**src/rtl/ext_irq_unit.sv**
```systemverilog
module ext_irq_unit #(
  parameter int NPIN = 8,
  parameter int DW   = 32
) (
  input  logic            clk,
  input  logic            rst_n,
  input  logic [NPIN-1:0] irq_pin_n,
  input  logic            bus_we,
  input  logic [1:0]      bus_addr,
  input  logic [DW-1:0]   bus_wdata,
  output logic [DW-1:0]   bus_rdata,
  output logic            cpu_irq,
  output logic            mchk_irq
);
  localparam int SENSE_TOP = 15;
  localparam int FLAG_TOP  = DW - 1;
  localparam int CODE_W    = 7;

  localparam logic [1:0] A_SENSE = 2'd0;
  localparam logic [1:0] A_EN    = 2'd1;
  localparam logic [1:0] A_PEND  = 2'd2;
  localparam logic [1:0] A_CODE  = 2'd3;

  logic [NPIN-1:0] meta_q, smp_q, old_q;
  logic [NPIN-1:0] sense_q, en_q, edge_q;
  logic            route_q;
  logic [NPIN-1:0] evt, clr, keep, edge_nxt, pend, cpu_act;
  logic [CODE_W-1:0] vec_code;
  logic [DW-1:0] sense_rd, en_rd, pend_rd;

  wire wr_sense = bus_we && bus_addr == A_SENSE;
  wire wr_en    = bus_we && bus_addr == A_EN;
  wire wr_pend  = bus_we && bus_addr == A_PEND;

  function automatic logic [CODE_W-1:0] src_code(input int i);
    return (i == 0) ? CODE_W'(48) : CODE_W'(16 + i);
  endfunction

  always_ff @(posedge clk or negedge rst_n) begin
    if (!rst_n) begin
      meta_q <= '1;
      smp_q  <= '1;
      old_q  <= '1;
    end else begin
      meta_q <= irq_pin_n;
      smp_q  <= meta_q;
      old_q  <= smp_q;
    end
  end

  assign evt  = sense_q & old_q & ~smp_q;
  assign pend = (sense_q & edge_q) | (~sense_q & ~smp_q);

  always_comb begin
    for (int i = 0; i < NPIN; i++) begin
      clr[i]  = wr_pend & bus_wdata[FLAG_TOP-i];
      keep[i] = wr_sense ? bus_wdata[SENSE_TOP-i] : 1'b1;
    end
    edge_nxt = ((edge_q & ~clr) | evt) & keep;
  end

  always_ff @(posedge clk or negedge rst_n) begin
    if (!rst_n) begin
      sense_q <= '0;
      route_q <= 1'b0;
      en_q    <= '0;
      edge_q  <= '0;
    end else begin
      if (wr_sense) begin
        for (int i = 0; i < NPIN; i++) sense_q[i] <= bus_wdata[SENSE_TOP-i];
        route_q <= bus_wdata[0];
      end
      if (wr_en) begin
        for (int i = 0; i < NPIN; i++) en_q[i] <= bus_wdata[FLAG_TOP-i];
      end
      edge_q <= edge_nxt;
    end
  end

  assign cpu_act  = pend & en_q & ~{{(NPIN-1){1'b0}}, route_q};
  assign mchk_irq = route_q & pend[0] & en_q[0];
  assign cpu_irq  = |cpu_act;

  always_comb begin
    vec_code = '0;
    for (int i = NPIN - 1; i >= 0; i--)
      if (cpu_act[i]) vec_code = src_code(i);
  end

  always_comb begin
    sense_rd = '0;
    en_rd    = '0;
    pend_rd  = '0;
    sense_rd[0] = route_q;
    for (int i = 0; i < NPIN; i++) begin
      sense_rd[SENSE_TOP-i] = sense_q[i];
      en_rd[FLAG_TOP-i]     = en_q[i];
      pend_rd[FLAG_TOP-i]   = pend[i];
    end
  end

  always_comb begin
    case (bus_addr)
      A_SENSE: bus_rdata = sense_rd;
      A_EN:    bus_rdata = en_rd;
      A_PEND:  bus_rdata = pend_rd;
      A_CODE:  bus_rdata = {{(DW-CODE_W){1'b0}}, vec_code};
      default: bus_rdata = '0;
    endcase
  end
endmodule

```
**config.mk**
```make
export PLATFORM = sky130hd
export DESIGN_NAME = ext_irq_unit
export DESIGN_NICKNAME = d
export VERILOG_FILES = /design/src/rtl/ext_irq_unit.sv
export SDC_FILE = /design/constraint.sdc
export NUM_CORES = 1
export LEC_CHECK = 0
export ABC_AREA = 1
export BUFFER_PORTS_ARGS = -buffer_cell sky130_fd_sc_hd__buf_2
export CELL_PAD_IN_SITES_DETAIL_PLACEMENT = 1
export CELL_PAD_IN_SITES_GLOBAL_PLACEMENT = 2
export CORE_MARGIN = 3
export CORE_UTILIZATION = 32
export CTS_BUF_LIST = sky130_fd_sc_hd__clkbuf_4
export DETAILED_ROUTE_END_ITERATION = 12
export PLACE_DENSITY = 0.92
export SKIP_LAST_GASP = 1
export SLEW_MARGIN = 20
export SYNTH_ARGS = -nofsm -noshare
export SYNTH_HDL_FRONTEND = slang
export SYNTH_SLANG_ARGS = --single-unit
```
**constraint.sdc**
```tcl
create_clock -name clk -period 2.3 [get_ports clk]
set_input_delay 0.23 -clock clk [delete_from_list [all_inputs] [get_ports clk]]
set_output_delay 0.23 -clock clk [all_outputs]
set_load 0.005 [all_outputs]
```
### Word level (Yosys, flattened, before mapping)

Index checks and enable logic that the tools add are counted.

* register bits after elaboration: 49
* output and inout bits: 34
* word-level logic and storage cells: 56

* eq/ne operators: 3
* mux-type cells: 17
* reduce and logical (&&, ||, !) cells: 5
* bitwise gates (word level): 24

Operator list (count)
* $pmux W32 S4: 1
* $and A8 B8 Y8: 8
* $mux W7: 5
* $not A8 Y8: 3
* $or A8 B8 Y8: 2
* $mux W5: 3
* $and A1 B1 Y1: 10
* $mux W1: 8
* $not A1 Y8: 1
* $reduce_or A8 Y1: 1
* $eq A2 B2 Y1 const B: 2
* $logic_and A1 B1 Y1: 3
* $eq A2 B1 Y1 const B: 1
* $logic_not A2 Y1: 1

### Depth between registers and ports, before layout

Gate-level depths: netlist of run 1.

* depth in word-level cells: 14
* depth in mapped cells: 12
* gate-level depth less buffers: 12

### Least setup slack after synthesis of run 1

No wires, ideal clock.

* kind: flip-flop to output port
* start: reg smp_q[6]
* end: out bus_rdata[4]
* path slack: 0.941 ns
* path buffers: 0
* stages on the path, launching flop included: 7
* data required time: 2.070 ns
* data arrival time: 1.129 ns
* cell sequence: dfstp_2 o21ai_0 nand2_1 o21ai_0 nand3b_1 nor2_1 a21oi_1

* word-level cells in the longest chain between the ends: 13

RTL lines
* start, declared: RTL line 24 `logic [NPIN-1:0] meta_q, smp_q, old_q;`
* start signal, assigned: RTL line 46 `smp_q <= meta_q;`
* $not A8 Y8: RTL line 52 `assign pend = (sense_q & edge_q) | (~sense_q & ~smp_q);`
* $and A8 B8 Y8: RTL line 52
* $or A8 B8 Y8: RTL line 52
* $and A8 B8 Y8 (2 in series): RTL line 80 `assign cpu_act = pend & en_q & ~{{(NPIN-1){1'b0}}, route_q};`
* $mux W5 (2 in series): RTL line 87 `if (cpu_act[i]) vec_code = src_code(i);`
* $mux W7 (5 in series): RTL line 87
* $pmux W32 S4: RTL line 103 `case (bus_addr)`
* end, declared: RTL line 11 `output logic [DW-1:0] bus_rdata,`

Every way passes these cells. The select of a mux whose other input is x is not followed.

### Final worst setup path of run 1

Ends and elaborated chain as after synthesis.

==> impl_metrics.json, run 1 <==
{
  "status": "completed",
  "io_buffers": 52,
  "ctsHoldBuffers": 9,
  "avgSynthCellArea_um2": 9.458,
  "synthCells": 229,
  "hold_viol": 0,
  "fin_util_pct": 40.49,
  "antenna_found_initial": 0,
  "ys_seq_area_share_pct": 58.00,
  "dp_hpwl_um": 3864,
  "max-vdd-ir-drop_v": 0.0003592,
  "nNetsFinal": 340,
  "tritoncts": "done",
  "worstReg2RegEnd": "edge_q[2]",
  "final_cell_area_um2": 2615,
  "worstHoldPathType": "input port to flop",
  "via_count": 1692,
  "worstRegToRegCells": 4,
  "powerDensity_nw_per_um2": 698.8,
  "slew_viol_final": 0,
  "static-leakage-power_nw": 1.353,
  "grt_pass1_vias": 1755,
  "use_met2_pct": 24.07,
  "initial_core_util_pct": 33.53,
  "ys_types": 23,
  "dr.first_iter.drc_count": 50,
  "crit_type": "flop to output pin",
  "ys_warn_count": 0,
  "place_ws_ns": 0.6025,
  "wl_per_cell_um": 13.61,
  "root_buffer": "clkbuf_4",
  "grtUsageTotal_pct": 13.94,
  "cp-end-kind": "output pin",
  "wl_um": 5076,
  "cts-htree-levels": 2,
  "grt_max_degree": 30,
  "drcViolationCount": 0,
  "fin_crit_sh_pct": 90.16,
  "cts.clk_slew.worst_paths_ns": 0.14,
  "worstSetupStartpoint": "smp_q[6]",
  "grt_overflow": 0,
  "cts.sinks": 49,
  "rows": 29,
  "boundaryPins": 79,
  "cp_max_fo": 3,
  "fmax_mhz": 482.2,
  "r2r_setup_slack_ns": 1.45,
  "numCtsBuffers": 5,
  "met1_usage_pct": 17.77,
  "cts.path.max_buffers": 2,
  "setup_violations": 0,
  "timing.rr.start": "sense_q[2]",
  "drive_above_1_share_pct": 34.46,
  "drv_cap": 0,
  "clock_latency_ns": 0.35,
  "die_area_um2": 7792,
  "cp.arrival_ns": 1.84,
  "rsz0062_at_grt": "no",
  "vias_per_cell": 4.536,
  "period_needed_ns": 2.074,
  "fp.dieW_um": 88.27,
  "coreArea_um2": 6459,
  "most-common-layout-cells": "buf_2 (52), nand2_1 (44), nor2_1 (31)",
  "cp-start-kind": "flop",
  "fin_ws_ns": 0.2263,
  "cts_resized": 0,
  "grtUsageMet3_pct": 2.980,
  "n_antenna_cell": 0,
  "required_ns": 2.07,
  "cts.repair_timing.setup_buffer_count": 0,
  "final.setup.tns_ns": 0,
  "place_area_um2": 2475,
  "ys_ff_latch": 49,
  "grt_busiest_layer": "met2",
  "layout_commonest_cell": "buf_2",
  "gp_congestion": 0.7802,
  "synth_area_um2": 2166,
  "die_height_um": 88.27,
  "drtAntennaViolNets": 0,
  "first_pass_iters": 4,
  "area_growth_pct": 20.74,
  "grt_pass1_wl_um": 8335,
  "skew_ns": 0.007910,
  "critPathCapture": "bus_rdata[4]"
}
## cell families after synthesis
| group | after synthesis | share of synthesized area (%) |
|---|---|---|
| compound gates | 51 | 14.39 |
| flops | 49 | 58.00 |
| simple gates | 87 | 17.62 |
| other cells | 1 | 0.1731 |
| buf+inv | 41 | 9.821 |
## state kept, by name, summed over array words and instances, names as in the netlist
register / flops
edge_q: 8
en_q: 8
meta_q: 8
old_q: 8
sense_q: 8
smp_q: 8
route_q: 1
## synth_stat cells, drive strengths merged
master / number / area (um2)
buf: 13 / 105.1
conb: 1 / 3.750
o21ai: 24 / 150.1
nand3b: 1 / 7.510
nor3b: 1 / 12.51
a21oi: 18 / 90.09
nand3: 2 / 10.01
dfstp: 24 / 630.6
nand2: 50 / 217.7
o22ai: 2 / 12.51
a31oi: 1 / 6.260
inv: 28 / 107.6
dfrtp: 25 / 625.6
a22o: 6 / 52.55
nor2: 33 / 133.9
## per-layer routing
| metal | up-vias | part of all wire (%) | wire length (um) |
|---|---|---|---|
| li1 | 837 | - | - |
| met2 | 43 | 49 | 2510 |
| met3 | 4 | 5.0 | 256 |
| met5 | - | 0 | 0 |
| met4 | 0 | 0.85 | 43 |
| met1 | 808 | 45 | 2266 |
## per-stage QoR
stage	total power (W)	hold slack, ns	std cells
2_1_floorplan	0.001305	-0.06559	239
3_3_place_gp	0.001440	0.2139	356
3_5_place_dp	0.001466	0.2225	356
4_1_cts	0.001862	0.1079	373
5_1_grt	0.001970	0.1015	373
6_report	0.001827	0.1272	373
## power breakdown
| group | switching, W | internal, W |
|---|---|---|
| sequential | 0.0000594 | 0.000976 |
| combinational | 0.000245 | 0.000172 |
| clock | 0.000264 | 0.000111 |
| total | 0.000568 | 0.00126 |
## worst max-delay path, cell delays in order, from the launching register on
cell	delay (ns)
dfstp_2	0.56
o21ai_0	0.15
nand2_1	0.13
o21ai_0	0.11
nand3b_1	0.19
nor2_1	0.15
a21oi_1	0.08
buf_2	0.13
## cell type report
type / count / area [um2]
fill: 776 / 3844
tap: 77 / 96.34
sequential: 49 / 1256
clock buffer: 5 / 37.54
inverter: 28 / 107.6
multi-input combinational: 149 / 734.5
clock inverter: 3 / 12.51
timing repair buffer: 62 / 370.4
## worst min path at each step
| stage | startpoint | end | slack (ns) | cells after the start |
|---|---|---|---|---|
| floorplan | rst_n | edge_q[0] | -0.07 | 0 |
| global placement | rst_n | sense_q[3] | 0.21 | 1 |
| detailed placement | rst_n | sense_q[3] | 0.22 | 1 |
| CTS | bus_wdata[31] | en_q[0] | 0.11 | 3 |
| global route | bus_wdata[29] | en_q[2] | 0.10 | 3 |
| finish | bus_wdata[31] | en_q[0] | 0.13 | 3 |
Note: power is estimated with default switching activity, not from simulation.
==> inputs of run 2 (changes only) <==
Settings changed: BUFFER_PORTS_ARGS -buffer_cell sky130_fd_sc_hd__buf_2 to -buffer_cell sky130_fd_sc_hd__clkbuf_2, RECOVER_POWER from default to 100.
==> run 2 against run 1 <==
Clock power up 38%. Combinational power decreased by 5%. Worst setup slack lost 0.014 ns. Design area decreased by 1.3%. Sequential share of layout area up 0.63 points. Largest power group unchanged.
==> impl_metrics.json, run 2 (synthesis gave the netlist of run 1 again) <==
{
  "cp.arrival_ns": 1.86,
  "grtUsageTotal_pct": 14.05,
  "clock_latency_ns": 0.37,
  "layout_commonest_cell": "nand2_1",
  "coreArea_um2": 6459,
  "required_ns": 2.07,
  "max-slew-margin-rel_pct": 20.19,
  "grt_pass1_wl_um": 8431,
  "cts-htree-levels": 2,
  "die_area_um2": 7792,
  "initial_core_util_pct": 33.53,
  "drv_cap": 0,
  "hold_viol": 0,
  "fin_crit_sh_pct": 90.76,
  "antenna_found_initial": 0,
  "io_buffers": 52,
  "static-leakage-power_nw": 1.296,
  "fin_util_pct": 39.97,
  "slew_viol_final": 0,
  "dr.first_iter.drc_count": 56,
  "boundaryPins": 79,
  "worstHoldPathType": "input port to flop",
  "period_needed_ns": 2.087,
  "grt_pass1_vias": 1776,
  "worstRegToRegCells": 3,
  "wl_per_cell_um": 13.52,
  "grt_max_degree": 50,
  "skew_ns": 0.01318,
  "grt_overflow": 0,
  "place_area_um2": 2462,
  "cts_resized": 0,
  "fillers": 792,
  "tritoncts": "done",
  "fmax_mhz": 479.1,
  "rows": 29,
  "r2r_setup_slack_ns": 1.42,
  "numCtsBuffers": 5,
  "first_pass_iters": 4,
  "cts.clk_slew.worst_paths_ns": 0.14,
  "most-common-layout-cells": "nand2_1 (46), clkbuf_2 (44), nor2_1 (32)",
  "tightestPinTransition_ns": 1.197,
  "setup_violations": 0,
  "cp-start-kind": "flop",
  "root_buffer": "clkbuf_4",
  "via_count": 1667,
  "status": "completed",
  "drcViolationCount": 0,
  "drtAntennaViolNets": 0,
  "final.setup.tns_ns": 0,
  "gp_congestion": 0.7635,
  "fp.dieW_um": 88.27,
  "max-vdd-ir-drop_v": 0.0003180,
  "rsz0062_at_grt": "no",
  "crit_type": "flop to output pin",
  "cp_max_fo": 3,
  "cts.repair_timing.setup_buffer_count": 0,
  "dp_hpwl_um": 3702,
  "cp-end-kind": "output pin",
  "final_cell_area_um2": 2581,
  "drive_above_1_share_pct": 26.69,
  "n_antenna_cell": 0,
  "die_height_um": 88.27,
  "area_growth_pct": 19.18,
  "vias_per_cell": 4.469,
  "wl_um": 5044,
  "nNetsFinal": 340,
  "cts.path.max_buffers": 2,
  "powerDensity_nw_per_um2": 755.2,
  "cts.sinks": 49,
  "min_path_cells": 3
}
## run 2: changes by cell type in the layout (fill, tap and decap cells not counted), sizes merged
cell,previous run,this run
inv,28,27
clkinvlp,0,1
clkbuf,5,59
bufinv,0,1
clkinv,3,1
buf,53,0
## run 2: what timing repair did
item | CTS | global route
endpoints found under the setup margin | 0 | 0
hold buffers | 9 | 0
hold endpoints to repair | 33 | 0
## run 2: power by group
| part | internal, W | switching [W] | leakage, nW |
|---|---|---|---|
| Sequential | 0.000973 | 0.0000595 | 0.534 |
| Clock | 0.000243 | 0.000276 | 0.0459 |
| Combinational | 0.000159 | 0.000239 | 0.716 |
## run 2: layout make-up
type / instances / area, um2 / share of cell area [%]
clock inverter: 2 / 38.79 / 1.503
multi-input combinational: 149 / 694.4 / 26.90
clock buffer: 6 / 45.04 / 1.745
timing repair buffer: 62 / 344.1 / 13.33
tap: 77 / 96.34 / 3.732
inverter: 28 / 106.4 / 4.120
sequential: 49 / 1256 / 48.67
## run 2: metal layers
layer / part of all wire [%] / track usage (%) / wire length [um] / vias up
li1: - / - / - / 834
met1: 47 / 18.75 / 2348 / 785
met2: 47 / 23.18 / 2391 / 44
met3: 5.3 / 3.445 / 266 / 4
met4: 0.75 / 3.297 / 38 / 0
met5: 0 / 0 / 0 / -
## run 2: path summary, 6_finish.rpt
kind / start / endpoint
min: bus_wdata[25] / en_q[6]
max reg2reg: smp_q[1] / edge_q[1]
max in group asynchronous: rst_n / edge_q[0]
min reg2reg: meta_q[0] / smp_q[0]
max: smp_q[0] / bus_rdata[2]
min in group asynchronous: rst_n / sense_q[5]
## run 2: stage by stage
| step | setup WS (ns) | power (W) | cells | hold slack [ns] |
|---|---|---|---|---|
| after floorplan | 0.9410 | 0.001305 | 239 | -0.06559 |
| after global placement | 0.6493 | 0.001439 | 356 | 0.3167 |
| after detailed placement | 0.6323 | 0.001463 | 356 | 0.3192 |
| after CTS | 0.1961 | 0.002000 | 373 | 0.08310 |
| after global routing | 0.02924 | 0.002097 | 373 | 0.08299 |
| final | 0.2126 | 0.001949 | 373 | 0.08880 |
## run 2: critical path: stages (launching register included)
cell      delay [ns]
dfstp_2         0.57
o21ai_0         0.18
nand3_1         0.18
nand3_1         0.08
inv_1           0.08
nand2_1         0.07
nor3b_2         0.18
clkbuf_2        0.14
==> inputs of run 3 (changes only) <==
Settings changed: PLACE_DENSITY 0.92 to default, PLACE_DENSITY_LB_ADDON from default to 0.1.
==> run 3 against run 2 <==
Via count shrank 1.2%. Clock skew fell by 0.0063 ns. Clock power is 22% lower. Sequential power barely moved. Critical path type unchanged. Highest routed layer unchanged.
==> impl_metrics.json, run 3 (synthesis gave the netlist of run 1 again) <==
{
  "fin_crit_sh_pct": 89.95,
  "worstHoldStart": "bus_wdata[25]",
  "cp_top_family": "flip-flops",
  "dr.first_iter.drc_count": 19,
  "final_cell_area_um2": 2554,
  "dp_hpwl_um": 3484,
  "crit_slowest_cell": "dfstp_1",
  "met1_usage_pct": 18.71,
  "most-common-layout-cells": "nand2_1 (46), clkbuf_2 (38), nor2_1 (32)",
  "max-vdd-ir-drop_v": 0.0002539,
  "antenna_found_initial": 0,
  "tightestPinTransition_ns": 1.207,
  "use_met2_pct": 21.62,
  "place_ws_ns": 0.6579,
  "drive_above_1_share_pct": 24.66,
  "worstPathCellList": "o21ai_0 > nand3_1 > nand3_1 > inv_1 > nand2_1 > nor3b_2 > clkbuf_1",
  "cp.arrival_ns": 1.84,
  "fin_util_pct": 39.54,
  "grt_max_degree": 50,
  "layout_commonest_cell": "nand2_1",
  "tritoncts": "done",
  "cp_max_fo": 3,
  "grt_busiest_layer": "met2",
  "clock_latency_ns": 0.36,
  "period_needed_ns": 2.069,
  "final.setup.tns_ns": 0,
  "area_growth_pct": 17.91,
  "cts.path.max_buffers": 2,
  "wl_um": 4861,
  "cts.repair_timing.setup_buffer_count": 0,
  "die_area_um2": 7792,
  "powerDensity_nw_per_um2": 713.6,
  "coreArea_um2": 6459,
  "ctsHoldBuffers": 9,
  "critPathMaxStageDelay_ns": 0.57,
  "n_antenna_cell": 0,
  "grt_pass1_wl_um": 8066,
  "wl_per_cell_um": 13.03,
  "via_count": 1647,
  "cp-start-kind": "flop",
  "whs_endpoint": "en_q[6]",
  "io_buffers": 52,
  "cts.sinks": 49,
  "die_height_um": 88.27,
  "gp_congestion": 0.7457,
  "crit_type": "flop to output pin",
  "path_buf_inv": 2,
  "grt_overflow": 0,
  "min_path_cells": 3,
  "slew_viol_final": 0,
  "static-leakage-power_nw": 1.260,
  "rsz0062_at_grt": "no",
  "fmax_mhz": 483.4,
  "holdWs_ns": 0.1026,
  "worstReg2RegEnd": "edge_q[1]",
  "max-slew-margin-rel_pct": 19.51,
  "status": "completed",
  "timing.rr.start": "smp_q[1]",
  "grt_pass1_vias": 1665,
  "worstHoldPathType": "input port to flop",
  "fp.dieW_um": 88.27,
  "grtUsageTotal_pct": 13.53,
  "cts-htree-levels": 2,
  "vias_per_cell": 4.416,
  "r2r_setup_slack_ns": 1.43,
  "root_buffer": "clkbuf_4",
  "cp-end-kind": "output pin",
  "hold_viol": 0,
  "numCtsBuffers": 5,
  "nNetsFinal": 340,
  "required_ns": 2.07,
  "drtAntennaViolNets": 0,
  "setup_violations": 0,
  "boundaryPins": 79,
  "rows": 29,
  "cts_resized": 0,
  "cts.clk_slew.worst_paths_ns": 0.15,
  "drcViolationCount": 0,
  "drv_cap": 0,
  "fin_ws_ns": 0.2311,
  "place_area_um2": 2462,
  "crit_top_cell": "nand3_1",
  "worstRegToRegCells": 3,
  "skew_ns": 0.006901,
  "grtUsageMet3_pct": 2.886,
  "first_pass_iters": 4,
  "initial_core_util_pct": 33.53
}
run 3: changes by cell type in the layout (fill, tap and decap cells not counted):
cell,before,now
clkbuf_1,9,15
clkbuf_2,44,38
clkinvlp_4,0,2
bufinv_16,1,0
clkinv_4,1,0
dfstp_1,7,8
dfstp_2,17,16
o21ai_0,22,21
o21ai_2,2,3
run 3: routing by layer:
metal	wire length [um]	share of wire, %	vias up
li1	-	-	833
met1	2338	48	770
met2	2240	46	39
met3	230	4.7	5
met4	51	1.0	0
met5	0	0	-
run 3: report_power, final:
| group | internal, W | switching (W) | total [W] |
|---|---|---|---|
| Sequential | 0.000973 | 0.0000550 | 0.00103 |
| Combinational | 0.000156 | 0.000234 | 0.000390 |
| Clock | 0.000132 | 0.000273 | 0.000405 |
| Total | 0.00126 | 0.000562 | 0.00182 |
run 3: cell type report:
class / count / area, um2
Timing Repair Buffer: 62 / 336.6
Multi-Input combinational cell: 149 / 698.2
Clock buffer: 6 / 45.04
Inverter: 28 / 106.4
Fill cell: 811 / 3905
Tap cell: 77 / 96.34
Sequential cell: 49 / 1256
Clock inverter: 2 / 15.01
run 3: worst reg2reg max path, cell delays in order (launching register included):
cell and delay [ns]:
dfstp_1 0.59, nor2_1 0.06, nand2_1 0.05, a21oi_1 0.06
run 3: worst max-delay path by stage:
stage	start	to	slack (ns)	cells past startpoint
2_1_floorplan	smp_q[6]	bus_rdata[4]	0.94	6
3_3_place_gp	smp_q[6]	bus_rdata[4]	0.66	7
3_5_place_dp	smp_q[0]	bus_rdata[2]	0.66	7
4_1_cts	smp_q[0]	bus_rdata[2]	0.24	7
5_1_grt	smp_q[6]	bus_rdata[4]	0.04	7
6_report	smp_q[0]	bus_rdata[2]	0.23	7
run 3: per-stage QoR:
stage / power (W) / std cells
2_1_floorplan: 0.001305 / 239
3_3_place_gp: 0.001445 / 356
3_5_place_dp: 0.001455 / 356
4_1_cts: 0.001883 / 373
5_1_grt: 0.001964 / 373
6_report: 0.001822 / 373
